<file path="src/rtl/byte_word_packer.sv">
module byte_word_packer #(
  parameter int ADDR_W = 32,
  parameter int LEN_W  = 16
) (
  input  logic              clk,
  input  logic              rst_n,
  input  logic              start,
  input  logic [ADDR_W-1:0] start_addr,
  input  logic [LEN_W-1:0]  byte_count,
  input  logic              in_valid,
  input  logic [7:0]        in_data,
  output logic              in_ready,
  output logic              pgm_valid,
  output logic [ADDR_W-1:0] pgm_addr,
  output logic [31:0]       pgm_data,
  input  logic              pgm_ready,
  input  logic              pgm_done,
  input  logic              pgm_fail,
  output logic              busy,
  output logic              done,
  output logic              err,
  output logic [LEN_W-1:0]  bytes_written
);
  localparam int WORD_BYTES = 4;
  localparam int LANE_W = $clog2(WORD_BYTES);
  localparam logic [31:0] ERASED = '1;

  typedef enum logic [1:0] {S_IDLE, S_FILL, S_ISSUE, S_WAIT} state_t;
  state_t state;

  logic [ADDR_W-1:0] word_addr;
  logic [31:0]       word;
  logic [LANE_W-1:0] lane;
  logic [LEN_W-1:0]  remaining;
  logic [LANE_W:0]   nbytes;

  wire last_lane = lane == LANE_W'(WORD_BYTES - 1);

  assign in_ready  = state == S_FILL;
  assign pgm_valid = state == S_ISSUE;
  assign pgm_addr  = word_addr;
  assign pgm_data  = word;
  assign busy      = state != S_IDLE;

  always_ff @(posedge clk) begin
    if (!rst_n) begin
      state         <= S_IDLE;
      word_addr     <= '0;
      word          <= ERASED;
      lane          <= '0;
      remaining     <= '0;
      nbytes        <= '0;
      done          <= 1'b0;
      err           <= 1'b0;
      bytes_written <= '0;
    end else begin
      done <= 1'b0;
      case (state)
        S_IDLE: if (start) begin
          err           <= 1'b0;
          bytes_written <= '0;
          if (byte_count == '0) begin
            done <= 1'b1;
          end else begin
            word_addr <= {start_addr[ADDR_W-1:LANE_W], LANE_W'(0)};
            lane      <= start_addr[LANE_W-1:0];
            remaining <= byte_count;
            word      <= ERASED;
            nbytes    <= '0;
            state     <= S_FILL;
          end
        end
        S_FILL: if (in_valid) begin
          word[lane*8 +: 8] <= in_data;
          lane      <= lane + 1'b1;
          remaining <= remaining - 1'b1;
          nbytes    <= nbytes + 1'b1;
          if (last_lane || remaining == LEN_W'(1)) state <= S_ISSUE;
        end
        S_ISSUE: if (pgm_ready) state <= S_WAIT;
        S_WAIT: if (pgm_done) begin
          if (pgm_fail) begin
            err   <= 1'b1;
            done  <= 1'b1;
            state <= S_IDLE;
          end else begin
            bytes_written <= bytes_written + LEN_W'(nbytes);
            if (remaining == '0) begin
              done  <= 1'b1;
              state <= S_IDLE;
            end else begin
              word_addr <= word_addr + ADDR_W'(WORD_BYTES);
              lane      <= '0;
              word      <= ERASED;
              nbytes    <= '0;
              state     <= S_FILL;
            end
          end
        end
        default: state <= S_IDLE;
      endcase
    end
  end

  p_aligned_r2: assert property (@(posedge clk) disable iff (!rst_n)
    pgm_valid |-> pgm_addr[LANE_W-1:0] == '0);

  p_hold_r11: assert property (@(posedge clk) disable iff (!rst_n)
    pgm_valid && !pgm_ready |=> pgm_valid && $stable(pgm_addr) && $stable(pgm_data));

  p_exclusive_r11: assert property (@(posedge clk) disable iff (!rst_n)
    !(pgm_valid && in_ready));

  p_fail_stop_r8: assert property (@(posedge clk) disable iff (!rst_n)
    state == S_WAIT && pgm_done && pgm_fail |=> done && err && !busy);

  p_count_only_pass_r9: assert property (@(posedge clk) disable iff (!rst_n)
    !(state == S_WAIT && pgm_done && !pgm_fail) && !(state == S_IDLE && start)
      |=> $stable(bytes_written));

  p_zero_len_r7: assert property (@(posedge clk) disable iff (!rst_n)
    state == S_IDLE && start && byte_count == '0 |=> done && !err && !busy);
endmodule

</file>
<file path="config.mk">
export PLATFORM = sky130hd
export DESIGN_NAME = byte_word_packer
export DESIGN_NICKNAME = d
export VERILOG_FILES = /design/src/rtl/byte_word_packer.sv
export SDC_FILE = /design/constraint.sdc
export NUM_CORES = 1
export LEC_CHECK = 0
export BUFFER_PORTS_ARGS = -buffer_cell sky130_fd_sc_hd__buf_2
export CORE_MARGIN = 2
export CORE_UTILIZATION = 25
export CTS_BUF_LIST = sky130_fd_sc_hd__clkbuf_2
export DETAILED_ROUTE_END_ITERATION = 8
export SLEW_MARGIN = 20
export SYNTH_ARGS = -nofsm -noshare
export SYNTH_HDL_FRONTEND = slang
export SYNTH_SLANG_ARGS = --single-unit
export TNS_END_PERCENT = 1
</file>
<file path="constraint.sdc">
create_clock -name clk -period 2.5 [get_ports clk]
set_input_delay 0.75 -clock clk [delete_from_list [all_inputs] [get_ports clk]]
set_output_delay 0.75 -clock clk [all_outputs]
set_load 0.05 [all_outputs]
</file>
==> impl_metrics.py, run 1 <==
metrics = {
    "sta": {
        "slew_headroom_pct": 61.6,
        "hold_violations": 0,
        "fin_crit_ps": 2450,
        "max_freq_ghz": 0.408,
        "worst_slew_pin_slew_ps": 571,
        "timing.final.crit_share_pct": 98.0,
        "setup_viol": 0,
        "rsz0062_at_grt": "true",
        "slew_violations": 0,
        "fin_ws_ps": 50.4,
        "fin_worst_skew_ps": 44.0,
        "holdWs_ps": 308,
        "tns_ps": 0,
    },
    "critical_path": {
        "cp-end-kind": "output pin",
        "cp_top_family": "buffers and inverters",
        "crit_chain": "inv_1 -> buf_4 -> ha_4 -> buf_8",
        "startpoint_type": "flip-flop",
        "path_class": "flip-flop to output pin",
        "crit_arrival_ps": 1700,
        "r2r_start": "state[0]$_SDFFE_PN0P_",
        "cpMaxStageDelayCell": "dfxtp_2",
        "crit_path_max_incr_delay_ps": 390,
        "cp_num_buf_inv": 3,
        "critPathMaxFanout": 4,
        "startpoint": "state[0]$_SDFFE_PN0P_",
        "critPathRequiredTime_ps": 1750,
    },
    "power_and_ir_drop": {
        "peakVddDrop_uv": 806,
        "design_power_total_mw": 9.51,
        "power_density_nw_per_um2": 1270,
        "p_leak_nw": 3.07,
    },
    "routing": {
        "firstDrtPassIters": 5,
        "ant_nets": 0,
        "finalWirelength_um": 19700,
        "vias": 6162,
        "drcViolationCount": 0,
        "wire_per_inst_um": 16.0,
        "drt_first_iter_violations": 481,
        "vias_per_cell": 4.99,
    },
    "synthesis": {
        "postSynthCellCount": 735,
        "synth_seq_cells": 103,
        "synth_edf_count": 0,
        "yosysSeqAreaShare_pct": 35.1,
        "syn_avg_cell_area_um2": 8.00,
        "ys_warn_count": 0,
        "synth.distinct_cells": 79,
        "netlist_area_um2": 5880,
        "synth_ff_type": "dfxtp_1",
        "synth_async_sr_flop_share_pct": 0,
    },
    "grt": {
        "antenna_found_initial": 1,
        "grt_pass1_wl_um": 30400,
        "grt-ovfl-total": 0,
        "grt_max_degree": 44,
        "grt_pass1_vias": 5662,
        "grt_usage_pct": 15.6,
    },
    "clock_tree": {
        "cts_buffers": 9,
        "tritoncts": "done",
        "clock-sinks": 103,
        "clk_pin_slew_ps": 360,
        "cts-hold-fix-buffers": 0,
        "cts_root_buffer": "clkbuf_2",
        "clock_path_buffers": 2,
        "h-tree-depth": 3,
        "clk_latency_ps": 680,
    },
    "floorplan": {
        "coreArea_um2": 23300,
        "num_io_pins": 148,
        "die-area_um2": 24800,
        "rows": 56,
        "initial_core_util_pct": 25.3,
        "die_w_um": 157,
        "die_h_um": 157,
    },
    "finish": {
        "syn_to_final_growth_pct": 27.6,
        "final_common_cell": "buf_2",
        "final_cells": 1234,
        "final_core_util_pct": 32.3,
        "stdcell_area_um2": 7500,
        "final_cell_mix": "buf_2 (142), nand2_1 (105), dfxtp_1 (102)",
        "nNetsFinal": 990,
        "drive_gt1_share_pct": 29.1,
    },
    "placed_design": {
        "io_buffers": 145,
        "dpl_cell_area_um2": 7290,
        "dp_hpwl_um": 14900,
        "placed_cells": 1216,
        "post-place-ws_ps": -142,
        "place_congestion": 0.857,
    },
    "hold_path": {
        "min_from": "in_data[1]",
        "min_path_type": "primary input to flip-flop",
    },
    "run": {
        "maxCapViolations": 0,
    },
    "run_status": {
        "status": "finished, final reports clean",
    },
}
## cell families (layout without fill, tap and decap cells)
kind of cell    Yosys count  in the layout  share of synthesized area (%)
simple gates            320            320                           27.2
compound gates          206            206                           25.3
flops                   103            103                           35.1
buf+inv                  64            242                           4.87
fa+ha+maj                18             18                           3.96
xor+xnor                 15             15                           2.23
mux                       8              8                           1.36
other cells               1              3                         0.0638
## registers in the layout (all words and copies together) (netlist names)
name	cells
bytes_written	16
done	1
err	1
lane	2
nbytes	3
pgm_addr	30
pgm_data	32
remaining	16
state	2
## layer usage
layer	vias up	GRT usage (%)	routed length [um]	share of wire, %
met3	22	2.84	1330	6.7
met5	-	0	0	0
li1	3041	-	-	-
met4	0	4.59	334	1.7
met2	215	24.8	8980	46
met1	2884	21.4	9040	46
## worst register-to-register path: stages (launching register included)
cell	delay [ps]
dfxtp_2	390
inv_1	120
ha_4	210
nor4b_1	300
and3_1	360
a21oi_1	150
buf_4	180
nand2_4	80
nor4b_4	50
buf_4	180
a221o_1	340
## worst paths after layout
kind	end	slack, ps	depth (start not counted)
worst max register to register	pgm_data[0]$_SDFFE_PN1P_	130	10
worst min register to register	err$_SDFFE_PN0P_	480	2
worst min-delay path	pgm_data[9]$_SDFFE_PN1P_	310	3
worst max-delay path	pgm_valid	50	4
## timing repair
item / CTS / global route
resized for setup: 13 / 10
setup buffers: 0 / 1
endpoints found under the setup margin: 4 / 40
pin swaps: 0 / 1
## cells in the mapped netlist (all sizes together), types with 5 or more instances
library cell | instances | area share (%)
a31oi | 9 | 0.96
xnor2 | 9 | 1.3
nor2b | 10 | 1.1
nand2 | 106 | 6.9
o32ai | 7 | 1.0
ha | 17 | 3.6
o211ai | 20 | 3.4
buf | 19 | 2.0
o21ai | 44 | 4.0
inv | 21 | 1.3
nor4b | 5 | 1.1
and3 | 19 | 2.0
mux2i | 8 | 1.4
dfxtp | 103 | 35
a22oi | 8 | 1.0
a211oi | 10 | 1.4
xor2 | 6 | 0.89
a221o | 8 | 1.4
o22ai | 7 | 0.74
a21oi | 51 | 4.4
nand4 | 14 | 1.5
nand3 | 35 | 3.0
nor4 | 11 | 1.5
clkbuf | 24 | 1.5
nor2 | 68 | 4.3
or3 | 6 | 0.64
nor3 | 21 | 2.0
## power by group
part | leakage (nW) | switching (mW) | internal [mW] | total (mW)
clock | 0.0733 | 0.679 | 0.171 | 0.850
combinational | 2.15 | 3.89 | 2.13 | 6.02
sequential | 0.843 | 0.524 | 2.11 | 2.64
total | 3.07 | 5.10 | 4.41 | 9.51
## final cells by class
type                       instances  area (um^2)
multi-input combinational        569         3590
antenna                            1         2.50
tap                              319          399
timing repair buffer             205         1250
clock buffer                       9         45.0
fill                            2527        15800
clock inverter                     7         68.8
inverter                          21         78.8
sequential                       103         2060
No activity file was read; power rests on OpenSTA's default activity.
==> run 2, diff against run 1 <==
- clock period: 2.5 -> 3.1 ns (I/O delays scaled with it)
==> run 2 against run 1 <==
Against the previous run:
- flip-flop and latch count did not move
- hold slack improved by 180 ps
- total power fell by 24%
- critical path type unchanged
==> impl_metrics.py, run 2 (synthesis gave the netlist of run 1 again) <==
metrics = {
    "placed_design": {
        "placed_cells": 1181,
        "dpl_cell_area_um2": 6990,
        "post-place-ws_ps": 238,
        "place_congestion": 0.861,
        "dp_hpwl_um": 14600,
        "io_buffers": 145,
    },
    "hold_path": {
        "holdPathEnd": "err$_SDFFE_PN0P_",
        "min_from": "err$_SDFFE_PN0P_",
        "min_path_type": "flip-flop to flip-flop",
        "whs_path_depth": 2,
    },
    "routing": {
        "ant_nets": 0,
        "drt_first_iter_violations": 363,
        "drcViolationCount": 0,
        "finalWirelength_um": 19300,
        "vias": 6007,
        "firstDrtPassIters": 5,
        "wire_per_inst_um": 16.1,
        "vias_per_cell": 5.01,
    },
    "clock_tree": {
        "cts_buffers": 9,
        "clock-sinks": 103,
        "clk_latency_ps": 660,
        "cts-hold-fix-buffers": 0,
        "h-tree-depth": 3,
        "clock_path_buffers": 2,
        "ctsResizeCount": 0,
        "cts_root_buffer": "clkbuf_2",
        "tritoncts": "done",
        "clk_pin_slew_ps": 350,
        "post_cts_buffers": 0,
    },
    "sta": {
        "max_freq_ghz": 0.341,
        "setup_viol": 0,
        "hold_violations": 0,
        "slew_headroom_pct": 39.2,
        "fin_worst_skew_ps": 51.3,
        "fin_ws_ps": 171,
        "tns_ps": 0,
        "worst_slew_pin_slew_ps": 909,
        "timing.final.crit_share_pct": 94.5,
        "slew_violations": 0,
        "fin_crit_ps": 2930,
        "rsz0062_at_grt": "false",
        "holdWs_ps": 490,
    },
    "critical_path": {
        "cp_top_family": "buffers and inverters",
        "cp_num_buf_inv": 3,
        "critPathRequiredTime_ps": 2170,
        "cp_common_cell": "inv_1",
        "r2r.worst_path.cells": 8,
        "rr_endpoint": "remaining[7]$_SDFFE_PN0P_",
        "crit_path_max_incr_delay_ps": 500,
        "crit_chain": "inv_1 -> ha_1 -> inv_1 -> buf_2",
        "path_class": "flip-flop to output pin",
        "cp-end-kind": "output pin",
        "startpoint_type": "flip-flop",
        "r2r_start": "state[1]$_SDFFE_PN0P_",
        "critPathMaxFanout": 6,
        "cpMaxStageDelayCell": "dfxtp_1",
        "crit_arrival_ps": 2000,
        "r2r_setup_slack_ps": 250,
    },
    "finish": {
        "fill_cells": 2547,
        "syn_to_final_growth_pct": 20.8,
        "final_cell_mix": "buf_2 (145), nand2_1 (105), dfxtp_1 (103)",
        "final_core_util_pct": 30.5,
        "regArea_um2": 2060,
        "drive_gt1_share_pct": 25.2,
        "stdcell_area_um2": 7100,
        "final_cells": 1198,
        "largest_reg_flops": 32,
        "multi_input_area_um2": 3540,
        "final_common_cell": "buf_2",
        "nNetsFinal": 954,
    },
    "grt": {
        "grt_pass1_wl_um": 29900,
        "grt_pass1_vias": 5610,
        "antenna_found_initial": 1,
        "grt-ovfl-total": 0,
        "grt_usage_pct": 15.3,
        "grt_max_degree": 47,
    },
    "run": {
        "maxCapViolations": 0,
    },
    "floorplan": {
        "die-area_um2": 24800,
        "rows": 56,
        "coreArea_um2": 23300,
        "initial_core_util_pct": 25.3,
        "num_io_pins": 148,
        "die_h_um": 157,
        "die_w_um": 157,
    },
    "run_status": {
        "status": "finished, final reports clean",
    },
    "power_and_ir_drop": {
        "peakVddDrop_uv": 473,
        "p_leak_nw": 2.86,
        "design_power_total_mw": 7.18,
        "power_density_nw_per_um2": 1010,
    },
}
run 2: cell type report:
cell class	count	share of cell area, %
multi-input cells	569	49.8
flip-flops and latches	103	29.0
repair buffers	169	12.8
well taps	319	5.62
inverters	21	1.11
clock inverters	7	1.00
clock buffers	9	0.634
diodes	1	0.0352
run 2: worst register-to-register path: stages (launching register included):
cell	delay, ps
dfxtp_1	500
inv_1	120
ha_1	310
nor4b_1	200
and3_1	250
a21oi_1	540
and2_1	510
nand2_1	90
a32o_1	260
run 2: how the worst max path moves through the flow:
stage	startpoint	cells after the start	slack (ps)	endpoint
finish	state[1]$_SDFFE_PN0P_	4	170	busy
global route	state[1]$_SDFFE_PN0P_	4	10	busy
floorplan	pgm_fail	7	620	pgm_data[22]$_SDFFE_PN1P_
global placement	pgm_fail	7	280	pgm_data[7]$_SDFFE_PN1P_
detailed placement	byte_count[10]	7	240	remaining[11]$_SDFFE_PN0P_
CTS	state[1]$_SDFFE_PN0P_	4	120	busy
run 2: power breakdown:
part	switching [mW]	total, mW	internal [mW]
registers	0.471	2.17	1.70
clock network	0.540	0.674	0.134
logic	2.98	4.33	1.36
run 2: metal layers:
layer  global-route usage, %  wire [um]  vias to the layer above
met3                    3.44       1530                       18
met2                    24.5       8710                      209
met4                    4.37        229                        0
met5                       0          0                        -
met1                    20.5       8850                     2805
li1                        -          -                     2975
